--- config.mk ---
export PLATFORM = sky130hd
export DESIGN_NAME = refclk_gen
export DESIGN_NICKNAME = d
export VERILOG_FILES = /design/src/rtl/refclk_pkg.sv /design/src/rtl/refclk_regs.sv /design/src/rtl/refclk_srcmux.sv /design/src/rtl/refclk_fracdiv.sv /design/src/rtl/refclk_gen.sv
export SDC_FILE = /design/constraint.sdc
export NUM_CORES = 1
export LEC_CHECK = 0
export BUFFER_PORTS_ARGS = -buffer_cell sky130_fd_sc_hd__buf_2
export CORE_AREA = 2 2 104 106
export CTS_CLUSTER_SIZE = 28
export DETAILED_ROUTE_END_ITERATION = 6
export DIE_AREA = 0 0 106 108
export GPL_TIMING_DRIVEN = 0
export PLACE_DENSITY = 0.84
export SYNTH_ARGS = -nofsm -noshare
export SYNTH_HDL_FRONTEND = slang
export SYNTH_SLANG_ARGS = --single-unit
export TNS_END_PERCENT = 10
--- constraint.sdc ---
create_clock -name clk -period 3.88 [get_ports clk]
set_clock_uncertainty 0.15 [all_clocks]
set_input_delay 0.776 -clock clk [delete_from_list [all_inputs] [get_ports clk]]
set_output_delay 0.776 -clock clk [all_outputs]
set_load 0.01 [all_outputs]
--- src/rtl/refclk_pkg.sv ---
package refclk_pkg;
  localparam int DATA_W   = 32;
  localparam int SEL_W    = 4;
  localparam int N_W      = 15;
  localparam int M_W      = 9;
  localparam int SEL_LSB  = 0;
  localparam int BUSY_BIT = 8;
  localparam int SW_BIT   = 9;
  localparam int OE_BIT   = 12;
  localparam int EN_BIT   = 15;
  localparam int N_LSB    = 16;
  localparam int M_LSB    = 23;

  typedef enum logic [1:0] {SRC_NONE, SRC_SYS, SRC_PLL, SRC_EXT} src_e;

  typedef struct packed {
    logic [N_W-1:0]   n;
    logic             en;
    logic             oe;
    logic [SEL_W-1:0] sel;
  } ctrl_t;

  function automatic src_e decode_src(logic [SEL_W-1:0] code);
    case (code)
      4'd0:    return SRC_SYS;
      4'd7:    return SRC_PLL;
      4'd8:    return SRC_EXT;
      default: return SRC_NONE;
    endcase
  endfunction

  // one accumulator step: {carry, new sum}
  function automatic logic [M_W:0] trim_step(logic [M_W-1:0] acc, logic [M_W-1:0] m);
    return {1'b0, acc} + {1'b0, m};
  endfunction

  // half-period length in source ticks
  function automatic logic [N_W:0] half_len(logic [N_W-1:0] n, logic carry);
    return {1'b0, n} + {{N_W{1'b0}}, carry};
  endfunction
endpackage

--- src/rtl/refclk_regs.sv ---
module refclk_regs
  import refclk_pkg::*;
#(
  parameter int ADDR_W   = 5,
  parameter int OFF_BASE = 0,
  parameter int OFF_CLR  = 4,
  parameter int OFF_SET  = 8,
  parameter int OFF_TRIM = 16
) (
  input  logic              clk,
  input  logic              rst_n,
  input  logic              we,
  input  logic [ADDR_W-1:0] addr,
  input  logic [DATA_W-1:0] wdata,
  output logic [DATA_W-1:0] rdata,
  input  logic              commit,
  input  logic [SEL_W-1:0]  act_sel,
  output ctrl_t             cfg_q,
  output logic [M_W-1:0]    m_q,
  output logic              sw_pend,
  output logic              sw_req,
  output logic              busy
);
  logic hit_base, hit_clr, hit_set, hit_trim;
  logic [DATA_W-1:0] ctrl_img, trim_img;

  assign hit_base = (addr == ADDR_W'(OFF_BASE));
  assign hit_clr  = (addr == ADDR_W'(OFF_CLR));
  assign hit_set  = (addr == ADDR_W'(OFF_SET));
  assign hit_trim = (addr == ADDR_W'(OFF_TRIM));
  assign sw_req   = we && (hit_base || hit_set) && wdata[SW_BIT];
  assign busy     = sw_pend || (cfg_q.sel != act_sel);

  always_ff @(posedge clk or negedge rst_n) begin
    if (!rst_n) begin
      cfg_q   <= '0;
      m_q     <= '0;
      sw_pend <= 1'b0;
    end else begin
      if (sw_req)      sw_pend <= 1'b1;
      else if (commit) sw_pend <= 1'b0;
      if (we && hit_base) begin
        cfg_q.sel <= wdata[SEL_LSB +: SEL_W];
        cfg_q.oe  <= wdata[OE_BIT];
        cfg_q.en  <= wdata[EN_BIT];
        cfg_q.n   <= wdata[N_LSB +: N_W];
      end else if (we && hit_set) begin
        cfg_q.sel <= cfg_q.sel | wdata[SEL_LSB +: SEL_W];
        cfg_q.oe  <= cfg_q.oe  | wdata[OE_BIT];
        cfg_q.en  <= cfg_q.en  | wdata[EN_BIT];
        cfg_q.n   <= cfg_q.n   | wdata[N_LSB +: N_W];
      end else if (we && hit_clr) begin
        cfg_q.sel <= cfg_q.sel & ~wdata[SEL_LSB +: SEL_W];
        cfg_q.oe  <= cfg_q.oe  & ~wdata[OE_BIT];
        cfg_q.en  <= cfg_q.en  & ~wdata[EN_BIT];
        cfg_q.n   <= cfg_q.n   & ~wdata[N_LSB +: N_W];
      end
      if (we && hit_trim) m_q <= wdata[M_LSB +: M_W];
    end
  end

  always_comb begin
    ctrl_img = '0;
    ctrl_img[SEL_LSB +: SEL_W] = cfg_q.sel;
    ctrl_img[BUSY_BIT]         = busy;
    ctrl_img[SW_BIT]           = sw_pend;
    ctrl_img[OE_BIT]           = cfg_q.oe;
    ctrl_img[EN_BIT]           = cfg_q.en;
    ctrl_img[N_LSB +: N_W]     = cfg_q.n;
    trim_img = '0;
    trim_img[M_LSB +: M_W]     = m_q;
    if (hit_base || hit_clr || hit_set) rdata = ctrl_img;
    else if (hit_trim)                  rdata = trim_img;
    else                                rdata = '0;
  end
endmodule

--- src/rtl/refclk_srcmux.sv ---
module refclk_srcmux
  import refclk_pkg::*;
(
  input  logic [SEL_W-1:0] act_sel,
  input  logic             sys_tick,
  input  logic             pll_tick,
  input  logic             ext_tick,
  output logic             tick
);
  logic [3:0] src_vec;
  src_e       src;

  assign src_vec = {ext_tick, pll_tick, sys_tick, 1'b0};
  assign src     = decode_src(act_sel);
  assign tick    = src_vec[src];
endmodule

--- src/rtl/refclk_fracdiv.sv ---
module refclk_fracdiv
  import refclk_pkg::*;
(
  input  logic             clk,
  input  logic             rst_n,
  input  logic             en,
  input  logic [SEL_W-1:0] cfg_sel,
  input  logic [N_W-1:0]   cfg_n,
  input  logic [M_W-1:0]   cfg_m,
  input  logic             sw_pend,
  input  logic             tick,
  output logic [SEL_W-1:0] act_sel,
  output logic [N_W-1:0]   act_n,
  output logic [N_W:0]     cnt_q,
  output logic             commit,
  output logic             out_q
);
  logic [M_W-1:0] act_m, acc_q;
  logic [N_W:0]   cur_len;
  logic [M_W:0]   step;
  logic [N_W-1:0] new_n;
  logic           safe, boundary;

  assign step     = trim_step(acc_q, act_m);
  assign new_n    = sw_pend ? cfg_n : act_n;
  assign safe     = !en || (!out_q && cnt_q == '0);
  assign commit   = (sw_pend || (cfg_sel != act_sel)) && safe;
  assign boundary = tick && (cnt_q == cur_len - 1'b1);

  always_ff @(posedge clk or negedge rst_n) begin
    if (!rst_n) begin
      act_sel <= '0;
      act_n   <= '0;
      act_m   <= '0;
      acc_q   <= '0;
      cnt_q   <= '0;
      cur_len <= '0;
      out_q   <= 1'b0;
    end else if (commit) begin
      act_sel <= cfg_sel;
      if (sw_pend) begin
        act_n <= cfg_n;
        act_m <= cfg_m;
      end
      cur_len <= half_len(new_n, 1'b0);
      acc_q   <= '0;
      cnt_q   <= '0;
      out_q   <= 1'b0;
    end else if (!en) begin
      cur_len <= half_len(act_n, 1'b0);
      acc_q   <= '0;
      cnt_q   <= '0;
      out_q   <= 1'b0;
    end else if (act_n == '0) begin
      out_q <= tick;
    end else if (boundary) begin
      out_q   <= ~out_q;
      cnt_q   <= '0;
      acc_q   <= step[M_W-1:0];
      cur_len <= half_len(act_n, step[M_W]);
    end else if (tick) begin
      cnt_q <= cnt_q + 1'b1;
    end
  end
endmodule

--- src/rtl/refclk_gen.sv ---
module refclk_gen
  import refclk_pkg::*;
#(
  parameter int ADDR_W = 5
) (
  input  logic              clk,
  input  logic              rst_n,
  input  logic              bus_we,
  input  logic [ADDR_W-1:0] bus_addr,
  input  logic [31:0]       bus_wdata,
  output logic [31:0]       bus_rdata,
  input  logic              sys_tick,
  input  logic              pll_tick,
  input  logic              ext_tick,
  output logic              ref_out
);
  ctrl_t            cfg_q;
  logic [M_W-1:0]   m_q;
  logic [SEL_W-1:0] act_sel;
  logic [N_W-1:0]   act_n;
  logic [N_W:0]     cnt_q;
  logic             sw_pend, sw_req, busy, commit, out_q, tick, en_q;

  assign en_q    = cfg_q.en;
  assign ref_out = en_q && cfg_q.oe && out_q;

  refclk_regs #(.ADDR_W(ADDR_W)) u_regs (
    .clk(clk), .rst_n(rst_n), .we(bus_we), .addr(bus_addr), .wdata(bus_wdata),
    .rdata(bus_rdata), .commit(commit), .act_sel(act_sel), .cfg_q(cfg_q),
    .m_q(m_q), .sw_pend(sw_pend), .sw_req(sw_req), .busy(busy)
  );

  refclk_srcmux u_mux (
    .act_sel(act_sel), .sys_tick(sys_tick), .pll_tick(pll_tick),
    .ext_tick(ext_tick), .tick(tick)
  );

  refclk_fracdiv u_div (
    .clk(clk), .rst_n(rst_n), .en(en_q), .cfg_sel(cfg_q.sel), .cfg_n(cfg_q.n),
    .cfg_m(m_q), .sw_pend(sw_pend), .tick(tick), .act_sel(act_sel),
    .act_n(act_n), .cnt_q(cnt_q), .commit(commit), .out_q(out_q)
  );
endmodule

; Word-level counts from Yosys, hierarchy flattened
; Index checks and enable logic that the tools add are counted.
[op_classes]
add_sub_neg = 4
order_cmp = 1
n_eq_ne = 11
mux = 28
bitwise_logic = 13
reduce_logical = 27
[ops]
columns = cell, n
row1 = $mux 16, 9
row2 = $mux 32, 2
row3 = $mux 21, 3
row4 = $mux 9, 4
row5 = $add 15x1->16, 1
row6 = $add 16x1->16 const B, 1
row7 = $eq 16x16->1, 1
row8 = $logic_not 16->1, 1
row9 = $sub 16x1->16 const B, 1
row10 = $and 15x15->15, 1
row11 = $logic_not 15->1, 1
row12 = $mux 15, 1
row13 = $not 15->15, 1
row14 = $or 15x15->15, 1
row15 = $logic_and 1x1->1, 11
row16 = $add 9x9->10, 1
row17 = $ne 4x2->1 const B, 2
row18 = $mux 1, 7
row19 = $pmux 2 s3, 1
row20 = $reduce_and 2->1, 3
row21 = $eq 5x3->1 const B, 1
row22 = $eq 5x4->1 const B, 1
row23 = $eq 5x5->1 const B, 1
row24 = $logic_not 5->1, 1
row25 = 18 further kinds, 27
[word_totals]
regBits = 101
in_bits = 43
out_inout_bits = 33
elab_cells = 97

; Depth between registers and ports, before layout
[depth]
depth_word = 9
depth_mapped = 16
ltp_nobuf = 16

; Hierarchy
; A second synthesis with hierarchy kept.
[unflattened]
hier_cells = 711
hier_area_um2 = 6273.5
[by_module_without_submodules]
columns = mod, n_inst, cells_each, area_per_inst_um2, seq_area_each_um2
row1 = refclk_fracdiv, 1, 516, 4426.7, 1751.7
row2 = refclk_regs, 1, 189, 1810.5, 775.7
row3 = refclk_srcmux, 1, 5, 30.0, 0.0
row4 = refclk_gen, 1, 1, 6.3, 0.0

; Worst setup path after synthesis
; Ideal clock, no wire load.
[synth_timing]
kind = register -> register
from = register u_div.acc_q[1]
to = register u_div.cur_len[14]
setup_ns = 0.125
arrival_time_ns = 3.005
required_ns = 3.605
path_slack_ns = 0.600
path_stages_with_launch = 17
n_path_buf = 0
synth_period_minus_slack_ns = 3.280
cell_sequence = dfrtp_1 > ha_1 > a21o_1 > a21oi_1 > o21ai_0 > o41ai_1 > o21bai_1 > a21o_1 > ha_1 > ha_1 > nand2_1 > or3_1 > nor4_1 > nand3_1 > nand3_1 > o211ai_1 > mux2_2
[synth_between]
elab_chain_cells = 6
[synth_lines]
columns = element, line_no
row1 = from (decl), refclk_fracdiv.sv:18  ; logic [M_W-1:0] act_m, acc_q;
row2 = from (signal assigned), refclk_fracdiv.sv:59  ; acc_q <= step[M_W-1:0];
row3 = $add 9x9->10, refclk_pkg.sv:34  ; return {1'b0, acc} + {1'b0, m};
row4 = $add 15x1->16, refclk_pkg.sv:39  ; return {1'b0, n} + {{N_W{1'b0}}, carry};
row5 = $mux 16, refclk_fracdiv.sv:56  ; end else if (boundary) begin
row6 = $mux 16, refclk_fracdiv.sv:54  ; end else if (act_n == '0) begin
row7 = $mux 16, refclk_fracdiv.sv:49  ; end else if (!en) begin
row8 = $mux 16, refclk_fracdiv.sv:39  ; end else if (commit) begin
row9 = to (signal assigned), refclk_fracdiv.sv:45  ; cur_len <= half_len(new_n, 1'b0);
row10 = to (signal assigned), refclk_fracdiv.sv:50  ; cur_len <= half_len(act_n, 1'b0);
row11 = to (signal assigned), refclk_fracdiv.sv:60  ; cur_len <= half_len(act_n, step[M_W]);
row12 = to (decl), refclk_fracdiv.sv:19  ; logic [N_W:0] cur_len;
; Every way passes these cells. The select of a mux whose other input is x is not followed.
; A chain may end at the register's enable or synchronous reset.

; Final worst setup path
[layout_timing]
from = input port bus_addr[2]
to = output port bus_rdata[3]
[layout_between]
elab_chain_cells = 4
word_cells_on_any_way = 6
cone_classes = eq/ne: 2 / mux: 1 / reduce/logical: 3
[layout_lines]
columns = element, line_no
row1 = from (decl), refclk_gen.sv:9  ; input logic [ADDR_W-1:0] bus_addr,
row2 = $eq 5x3->1 or $logic_not 5->1 (tied branches), "refclk_regs.sv:28, refclk_regs.sv:27"
row3 = $logic_or 1x1->1, refclk_regs.sv:72  ; if (hit_base || hit_clr || hit_set) rdata = ctrl_img;
row4 = $logic_or 1x1->1 *, refclk_regs.sv:72
row5 = $mux 32 *, refclk_regs.sv:72
row6 = to (decl), refclk_gen.sv:11  ; output logic [31:0] bus_rdata,
; Mark *: on every way between the ends. The rest lies on a longest branch, timed or not.

==> impl_metrics.yaml <==
outcome:
  status: "completed"
yosys:
  synthArstFlopShare_pct: 100
  synth_area_sq_um: 5910
  yosysTopAreaCell: "dfrtp_1"
  netlist_instances: 618
  synth_compound_area_share_pct: 13.5
  synthAdderAreaFrac_pct: 3.30
  yosys_warnings: 0
  avgSynthCellArea_sq_um: 9.56
  ys_top_cells_by_count: "dfrtp_1 (101), nand2_1 (88), nor2_1 (57), xnor2_1 (34), a22o_1 (32)"
  ys_seq_area_share_pct: 42.8
  synth_edf_count: 0
  synth-seq-cells: 101
  synth_top_area_share_pct: 42.8
  synthSimpleGateAreaFrac_pct: 20.1
  synth.distinct_cells: 60
  synth_xor_area_share_pct: 7.26
  yosysMostFrequentCell: "dfrtp_1"
  synthFlopType: "dfrtp_1"
  muxShareOfSynthArea_pct: 8.47
  synthTopCellsByArea: "dfrtp_1 (43%), nand2_1 (5.6%), xnor2_1 (5.0%)"
  synth_top_family_by_area: "simple AND/OR/NAND/NOR gates"
clocking:
  clock-sinks: 101
  htreeDepth: 3
  tritoncts: "yes"
  clkTransAtPathRegs_ns: 0.10
  cts_root_buf: "clkbuf_8"
  clockBufferDepth: 2
  cts_setup_buffers: 0
  clk_latency_ns: 0.38
  cts_resized: 0
  cts-buffers-inserted: 9
  holdBufCountCts: 0
placed_design:
  placed_area_sq_um: 6430
  gp_congestion: 0.912
  place.port_buffers: 58
  dpl.hpwl_microns: 10500
grt:
  track_usage_pct: 26.0
  grt_util_met2_pct: 44.9
  grt.overflow.total: 0
  gr-usage-met3_pct: 4.70
  grt_pass1_vias: 4898
  groute.layer.met1.usage_pct: 32.9
  grt_max_degree: 74
  antenna_found_initial: 0
  top_usage_layer: "met2"
  grt_pass1_wl_microns: 23500
worst_setup_path:
  cp.arrival_ns: 2.73
  slowest_delay_ns: 1.00
  path_buf_inv: 3
  crit_chain: "buf_2 > a2111oi_0 > clkbuf_1 > and2_1 > buf_2"
  cp_common_cell: "buf_2"
  critPathRequiredTime_ns: 2.95
  crit_path_start_kind: "input port"
  cpMaxStageDelayCell: "a2111oi_0"
  crit_family: "compound AO/OA/AOI/OAI gates"
  criticalPathCategory: "in2out"
  cp-end-kind: "output port"
  cp_max_fo: 10
pwr:
  powerDensity_nw_per_um2: 452
  p_total_uw: 3000
  net-switching-power_uw: 1080
  p_comb_share_pct: 31.1
  ir_drop_uv: 255
  power_frac_clock_pct: 22.1
  p_leak_uw: 0.00320
  p_int_uw: 1920
  pwr-share-seq_pct: 46.8
  power_switching_share_pct: 36.0
route:
  routed_wl_microns: 14100
  detailroute.via_count: 4985
  drt_iter0_markers: 298
  avgViaCountPerCell: 5.96
  firstDrtPassIters: 5
  wl_per_cell_microns: 16.9
  drtAntennaViolNets: 0
  drt_drc_violations_left: 0
cells_and_area:
  nets: 753
  fillerInstances: 817
  fin_area_sq_um: 6640
  area_growth_pct: 12.4
  antenna_cells: 0
  drive_gt1_share_pct: 17.6
  utilization_pct: 64.9
floorplan:
  start_util_pct: 57.8
  design.core.area_sq_um: 10200
  io_pins: 76
  die_area_sq_um: 11400
  fp.dieW_microns: 106
  die_y_microns: 108
  row_count: 37
timing:
  relSlewSlack_pct: 22.0
  period_minus_slack_ns: 3.65
  tightest_slew_ns: 1.14
  max_freq_ghz: 0.274
  setup_violations: 0
  final.setup.tns_ns: 0
  hold_violations: 0
  rsz0062_at_grt: "no"
  post-route-period-util_pct: 94.1
  slew_viol_final: 0
job:
  max_cap_viol_count: 0
worst_hold_path:
  hp-class: "in2async"
## per-stage QoR
| step | hold slack (ns) | cells | setup slack, ns |
|---|---|---|---|
| after floorplan | 0.297 | 625 | 0.600 |
| after global placement | 0.314 | 819 | 0.170 |
| after detailed placement | 0.330 | 820 | 0.129 |
| after CTS | 0.164 | 836 | 0.0925 |
| after global routing | 0.175 | 836 | 0.0190 |
| final | 0.163 | 836 | 0.227 |
## power groups by stage
stage	Combinational, uW	Clock, uW	Sequential (uW)
after global routing	1030	700	1430
after global placement	872	0	1410
final	932	664	1410
after floorplan	717	0	1350
after CTS	923	666	1400
after detailed placement	912	0	1420
## layout make-up
cell class / count / area [sq um] / share of cell area, %
Multi-Input combinational cell: 470 / 3160 / 47.5
Sequential cell: 101 / 2530 / 38.1
Timing Repair Buffer: 59 / 320 / 4.82
Buffer: 36 / 205 / 3.09
Tap cell: 136 / 170 / 2.56
Clock buffer: 11 / 151 / 2.28
Inverter: 18 / 67.6 / 1.02
Clock inverter: 5 / 42.5 / 0.641
## final timing paths
check / from / end / slack [ns] / depth (start not counted)
max: bus_addr[2] / bus_rdata[3] / 0.23 / 5
min: rst_n / u_regs.m_q[8] / 0.16 / 1
max reg2reg: u_div.cnt_q[0] / u_div.cnt_q[13] / 0.29 / 10
min reg2reg: u_div.act_m[2] / u_div.act_m[2] / 0.35 / 2
max in group asynchronous: rst_n / u_div.act_n[7] / 2.73 / 2
min in group clk: u_div.act_m[2] / u_div.act_m[2] / 0.35 / 2
## routing by layer
metal / wire, microns / share of wire [%]
met1: 5820 / 41
met2: 7050 / 50
met3: 913 / 6.5
met4: 344 / 2.4
met5: 0 / 0
## cells in the final DEF, fill, tap and decap left out, types with 11 or more instances in the layout
master / n
xor2_1: 15
dfrtp_1: 101
xnor2_1: 34
a22o_1: 32
nor3_1: 16
buf_2: 58
and2_1: 16
nand2_1: 88
mux2_2: 16
ha_1: 14
nand3_1: 11
o21ai_0: 29
mux2i_1: 20
nor2_1: 57
inv_1: 18
clkbuf_1: 19
clkbuf_8: 11
## kinds of logic (layout without fill, tap and decap cells)
logic type / Yosys count / in the layout
flip-flops: 101 / 101
other: 1 / 8
adder cells (fa/ha/maj): 15 / 15
multiplexers: 44 / 44
AO/OA/AOI/OAI: 112 / 112
XOR/XNOR: 49 / 49
AND/OR/NAND/NOR: 242 / 242
buffers and inverters: 54 / 129
(Power assumes the default switching activity.)
